--- src/rtl/burst_rank_pkg.sv ---
package burst_rank_pkg;

  localparam int unsigned RANKS = 3;

  typedef enum logic [1:0] {
    ST_IDLE = 2'b00,
    ST_RUN  = 2'b01,
    ST_DONE = 2'b10
  } ctl_state_e;

  typedef enum logic [1:0] {
    SEL_AVG    = 2'b00,
    SEL_FIRST  = 2'b01,
    SEL_SECOND = 2'b10,
    SEL_THIRD  = 2'b11
  } out_sel_e;

endpackage

--- src/rtl/rank_avg_datapath.sv ---
module rank_avg_datapath
  import burst_rank_pkg::*;
#(
  parameter int unsigned DATA_W = 8,
  parameter int unsigned LOG2_K = 3
) (
  input  logic                           clk,
  input  logic                           rst_n,
  input  logic [DATA_W-1:0]              din,
  input  logic [1:0]                     mode,
  input  logic                           clr,
  input  logic                           en_acc,
  input  logic                           en_cnt,
  input  logic [RANKS-1:0]               en_rank,
  input  logic [RANKS-2:0]               sel_shift,
  output logic [RANKS-1:0]               gt,
  output logic                           tc,
  output logic [RANKS-1:0][DATA_W-1:0]   rank_q,
  output logic [DATA_W-1:0]              dout
);

  localparam int unsigned ACC_W = DATA_W + LOG2_K;
  localparam int unsigned CNT_W = (LOG2_K > 0) ? LOG2_K : 1;
  localparam int unsigned K     = 1 << LOG2_K;

  logic [ACC_W-1:0]                 acc_q, acc_eff;
  logic [CNT_W-1:0]                 cnt_q, cnt_eff;
  logic [RANKS-1:0][DATA_W-1:0]     rank_eff, rank_d;

  // A start cycle sees every register as already cleared.
  assign acc_eff = clr ? '0 : acc_q;
  assign cnt_eff = clr ? '0 : cnt_q;
  assign tc      = (cnt_eff == CNT_W'(K - 1));

  always_ff @(posedge clk or negedge rst_n) begin
    if (!rst_n)      acc_q <= '0;
    else if (en_acc) acc_q <= acc_eff + ACC_W'(din);
  end

  always_ff @(posedge clk or negedge rst_n) begin
    if (!rst_n)      cnt_q <= '0;
    else if (en_cnt) cnt_q <= cnt_eff + CNT_W'(1);
  end

  for (genvar i = 0; i < RANKS; i++) begin : g_rank
    assign rank_eff[i] = clr ? '0 : rank_q[i];
    assign gt[i]       = (din > rank_eff[i]);

    if (i == 0) begin : g_top
      assign rank_d[i] = din;
    end else begin : g_lower
      // Take the entry above (shift down) or the new sample.
      assign rank_d[i] = sel_shift[i-1] ? rank_eff[i-1] : din;
    end

    always_ff @(posedge clk or negedge rst_n) begin
      if (!rst_n)          rank_q[i] <= '0;
      else if (en_rank[i]) rank_q[i] <= rank_d[i];
    end
  end

  always_comb begin
    unique case (out_sel_e'(mode))
      SEL_AVG:    dout = acc_q[ACC_W-1:LOG2_K];
      SEL_FIRST:  dout = rank_q[0];
      SEL_SECOND: dout = rank_q[1];
      SEL_THIRD:  dout = rank_q[2];
      default:    dout = '0;
    endcase
  end

endmodule

--- src/rtl/rank_avg_ctrl.sv ---
module rank_avg_ctrl
  import burst_rank_pkg::*;
(
  input  logic             clk,
  input  logic             rst_n,
  input  logic             start,
  input  logic [RANKS-1:0] gt,
  input  logic             tc,
  output logic             clr,
  output logic             en_acc,
  output logic             en_cnt,
  output logic [RANKS-1:0] en_rank,
  output logic [RANKS-2:0] sel_shift,
  output logic             done,
  output logic             busy
);

  ctl_state_e state_q, state_d;
  logic       accept;

  assign accept = start | (state_q == ST_RUN);
  assign clr    = start;
  assign en_acc = accept;
  assign en_cnt = accept;
  assign done   = (state_q == ST_DONE);
  assign busy   = (state_q == ST_RUN);

  // The ranks are kept sorted, so gt[i] implies gt[j] for every j > i.
  always_comb begin
    for (int i = 0; i < RANKS; i++) begin
      en_rank[i] = accept & (start | gt[i]);
    end
    for (int i = 0; i < RANKS - 1; i++) begin
      sel_shift[i] = gt[i];
    end
  end

  always_comb begin
    state_d = state_q;
    if (accept) state_d = tc ? ST_DONE : ST_RUN;
  end

  always_ff @(posedge clk or negedge rst_n) begin
    if (!rst_n) state_q <= ST_IDLE;
    else        state_q <= state_d;
  end

endmodule

--- src/rtl/burst_rank_avg.sv ---
module burst_rank_avg
  import burst_rank_pkg::*;
#(
  parameter int unsigned DATA_W = 8,
  parameter int unsigned LOG2_K = 3
) (
  input  logic              clk,
  input  logic              rst_n,
  input  logic              start,
  input  logic [DATA_W-1:0] din,
  input  logic [1:0]        mode,
  output logic [DATA_W-1:0] dout,
  output logic              done
);

  logic                         clr, en_acc, en_cnt, tc, busy;
  logic [RANKS-1:0]             en_rank, gt;
  logic [RANKS-2:0]             sel_shift;
  logic [RANKS-1:0][DATA_W-1:0] rank_q;

  rank_avg_ctrl u_ctrl (
    .clk       (clk),
    .rst_n     (rst_n),
    .start     (start),
    .gt        (gt),
    .tc        (tc),
    .clr       (clr),
    .en_acc    (en_acc),
    .en_cnt    (en_cnt),
    .en_rank   (en_rank),
    .sel_shift (sel_shift),
    .done      (done),
    .busy      (busy)
  );

  rank_avg_datapath #(
    .DATA_W (DATA_W),
    .LOG2_K (LOG2_K)
  ) u_dp (
    .clk       (clk),
    .rst_n     (rst_n),
    .din       (din),
    .mode      (mode),
    .clr       (clr),
    .en_acc    (en_acc),
    .en_cnt    (en_cnt),
    .en_rank   (en_rank),
    .sel_shift (sel_shift),
    .gt        (gt),
    .tc        (tc),
    .rank_q    (rank_q),
    .dout      (dout)
  );

endmodule

--- config.mk ---
export PLATFORM = sky130hd
export DESIGN_NAME = burst_rank_avg
export DESIGN_NICKNAME = d
export VERILOG_FILES = /design/src/rtl/burst_rank_pkg.sv /design/src/rtl/rank_avg_datapath.sv /design/src/rtl/rank_avg_ctrl.sv /design/src/rtl/burst_rank_avg.sv
export SDC_FILE = /design/constraint.sdc
export NUM_CORES = 1
export LEC_CHECK = 0
export CAP_MARGIN = 40
export CORE_MARGIN = 4
export CORE_UTILIZATION = 64
export DETAILED_ROUTE_END_ITERATION = 6
export PLACE_DENSITY = 0.86
export SKIP_LAST_GASP = 1
export SYNTH_ARGS = -nofsm -noshare
export SYNTH_HDL_FRONTEND = slang
export SYNTH_HIERARCHICAL = 1
export SYNTH_SLANG_ARGS = --single-unit
--- constraint.sdc ---
create_clock -name clk -period 6.35 [get_ports clk]
set_input_delay 1.27 -clock clk [delete_from_list [all_inputs] [get_ports clk]]
set_output_delay 1.27 -clock clk [all_outputs]
set_load 0.02 [all_outputs]
==> impl_metrics.py <==
metrics = {
    "clock_tree": {
        "cts_setup_buffers": 0,
        "cts_tree": "built",
        "cts_buffers": 5,
        "ctsResizeCount": 0,
        "cts.clk_slew.worst_paths_ns": 0.08,
        "htreeDepth": 2,
        "cts_sinks": 40,
        "clock_path_buffers": 2,
        "clock_latency_ns": 0.30,
        "ctsHoldBuffers": 0,
        "cts-root-buf": "clkbuf_8",
    },
    "timing": {
        "fin_ws_ns": 1.901,
        "min_period_over_period_pct": 70.06,
        "slew_viol_final": 0,
        "setup_tns_ns": 0,
        "hold_viol": 0,
        "clock_skew_ns": 0.008921,
        "setup_violations": 0,
        "fmax_ghz": 0.2248,
        "period_needed_ns": 4.449,
        "tightest_slew_ns": 0.7113,
        "slew_headroom_pct": 52.58,
        "rsz0062_at_grt": "no",
    },
    "cells_and_area": {
        "diodes": 0,
        "final_cell_mix": "dfrtp_1 (40), nand2b_1 (39), ha_1 (34)",
        "fin_util_pct": 75.02,
        "drive_gt1_share_pct": 13.86,
        "nets": 379,
        "final_common_cell": "dfrtp_1",
        "fin_area_um2": 3543,
        "area_delta_synth_final_pct": 13.64,
    },
    "setup_path": {
        "path_class": "in -> out",
        "crit_top_cell": "clkdlybuf4s50_1",
        "start_kind": "input pin",
        "cp_slowest_cell": "clkdlybuf4s50_1",
        "r2r_end": "u_dp/rank_q[1]",
        "path_cells": "clkdlybuf4s50_1 -> mux4_2 -> clkdlybuf4s50_1",
        "reg2regPathDepth": 10,
        "cp.required_ns": 5.08,
        "endpoint_kind": "primary output",
        "cp_max_fo": 8,
        "reg2reg_slack_ns": 3.90,
        "arrival_ns": 3.18,
        "slowest_delay_ns": 0.78,
        "r2r-start": "u_dp/rank_q[1]",
    },
    "worst_hold_path": {
        "whs_endpoint": "u_dp/acc_q[1]",
        "min_path_type": "reg -> reg",
        "min_from": "u_dp/acc_q[1]",
        "hold_depth": 2,
    },
    "synth": {
        "yosys_warnings": 6,
        "synth_cell_type_count": 42,
        "syn_avg_cell_area_um2": 9.930,
        "synthMuxAreaShare_pct": 13.56,
        "synth_compound_area_share_pct": 12.76,
        "ys_seq_area_share_pct": 32.10,
        "ys_ff_latch": 40,
        "async_flop_share_pct": 100.0,
        "synth-simple-area-share_pct": 22.03,
        "synthAdderAreaFrac_pct": 14.29,
        "synth_top_family_by_area": "simple AND/OR/NAND/NOR gates",
        "syn_nets": 362,
        "synth-edff-count": 0,
        "synth_cells": 314,
        "synth_top_flop_cell": "dfrtp_1",
        "netlist_area_um2": 3118,
        "synth-xor-area-share_pct": 1.966,
    },
    "drt": {
        "via_count": 2416,
        "ant_nets": 0,
        "remaining_drc_errors": 0,
        "drtIter0Drc": 107,
        "firstDrtPassIters": 4,
        "vias_per_cell": 6.055,
        "wl_per_cell_um": 17.23,
        "wl_um": 6873,
    },
    "grt": {
        "grt_pass1_vias": 2409,
        "overflow": 0,
        "grt_max_degree": 26,
        "grt_pass1_wl_um": 11650,
        "grt_usage_pct": 24.21,
        "antenna_found_initial": 0,
    },
    "placement": {
        "pre_cts_slack_ns": 1.864,
        "place_area_um2": 3385,
        "dp_hpwl_um": 5285,
        "gp_congestion": 0.8758,
        "portBuffers": 21,
    },
    "status": {
        "status": "completed",
    },
    "floorplanning": {
        "rows": 25,
        "dieArea_um2": 6053,
        "core_um2": 4723,
        "die_h_um": 77.80,
        "io_pins": 22,
        "initial_core_util_pct": 66.01,
        "die_x_um": 77.80,
    },
    "pwr": {
        "leakagePower_nw": 1.561,
        "max-vdd-ir-drop_uv": 164.0,
        "power-per-cell-area_nw_per_um2": 310.9,
    },
    "run": {
        "cap_violations": 0,
    },
}
==> cells in the mapped netlist (all sizes together) (8+ instances only) <==
| library cell | n | area, µm² |
|---|---|---|
| nand3b | 13 | 97.59 |
| a21o | 10 | 75.07 |
| dfrtp | 40 | 1001 |
| a31oi | 12 | 75.07 |
| a21oi | 18 | 101.4 |
| mux2 | 18 | 202.7 |
| nand2b | 39 | 244.0 |
| ha | 34 | 425.4 |
| mux4 | 8 | 180.2 |
| o21ai | 9 | 45.04 |
| nand2 | 9 | 33.78 |
| nor2b | 21 | 138.9 |
| clkbuf | 11 | 41.29 |
| nor2 | 22 | 82.58 |
==> worst max-delay path by stage <==
stage,from,endpoint,slack (ns),cells past startpoint
after floorplan,start,u_dp/rank_q[0],2.83,11
after global placement,mode[0],dout[2],1.90,3
after detailed placement,mode[0],dout[1],1.86,3
after CTS,mode[0],dout[0],1.88,3
after global routing,mode[0],dout[3],1.79,3
final,mode[0],dout[0],1.90,3
==> critical path, delay by kind of cell <==
family / cells / cell delay, ns
muxes: 1 / 0.57
buffers and inverters: 2 / 1.33
==> sequential cells by signal, summed over array words and instances (netlist names) <==
signal,cells
u_dp/acc_q,11
u_dp/rank_q,24
u_dp/cnt_q,3
u_ctrl/state_q,2
==> routing by layer <==
layer | vias to the layer above | share of wire [%] | GRT usage [%] | wire length [µm]
li1 | 1165 | - | - | -
met3 | 9 | 3.1 | 4.292 | 211
met4 | 0 | 0.99 | 5.872 | 68
met5 | - | 0 | 0 | 0
met1 | 1197 | 43 | 30.53 | 2959
met2 | 45 | 53 | 42.81 | 3634
==> logic make-up (layout without fill, tap and decap cells) <==
family	count (synthesis)	in the layout
AOI/OAI and AO/OA	62	62
xor gates and xnor gates	7	7
adders and majority gates	35	35
buffers and inverters	23	41
DFF	40	40
muxes	30	30
and+or+nand+nor	117	117
==> cell type report <==
class / instances / area, µm²
repair buffers: 27 / 262.8
fillers: 325 / 1180
clock inverters: 3 / 90.09
well taps: 67 / 83.83
inverters: 6 / 22.52
flip-flops and latches: 40 / 1001
clock buffers: 5 / 68.82
multi-input cells: 251 / 2014
==> power breakdown <==
| part | internal [mW] | leakage, nW | switching [mW] |
|---|---|---|---|
| combinational | 0.219 | 1.00 | 0.201 |
| sequential | 0.322 | 0.481 | 0.0667 |
| clock | 0.197 | 0.0784 | 0.0960 |
==> stage by stage <==
stage | std cells | hold slack [ns] | power, mW
CTS | 399 | 0.4979 | 1.101
floorplan | 314 | 0.4499 | 0.6793
global placement | 390 | 0.4666 | 0.7879
finish | 399 | 0.4949 | 1.102
global route | 399 | 0.5332 | 1.170
detailed placement | 391 | 0.4795 | 0.8104
(Power assumes the default switching activity.)
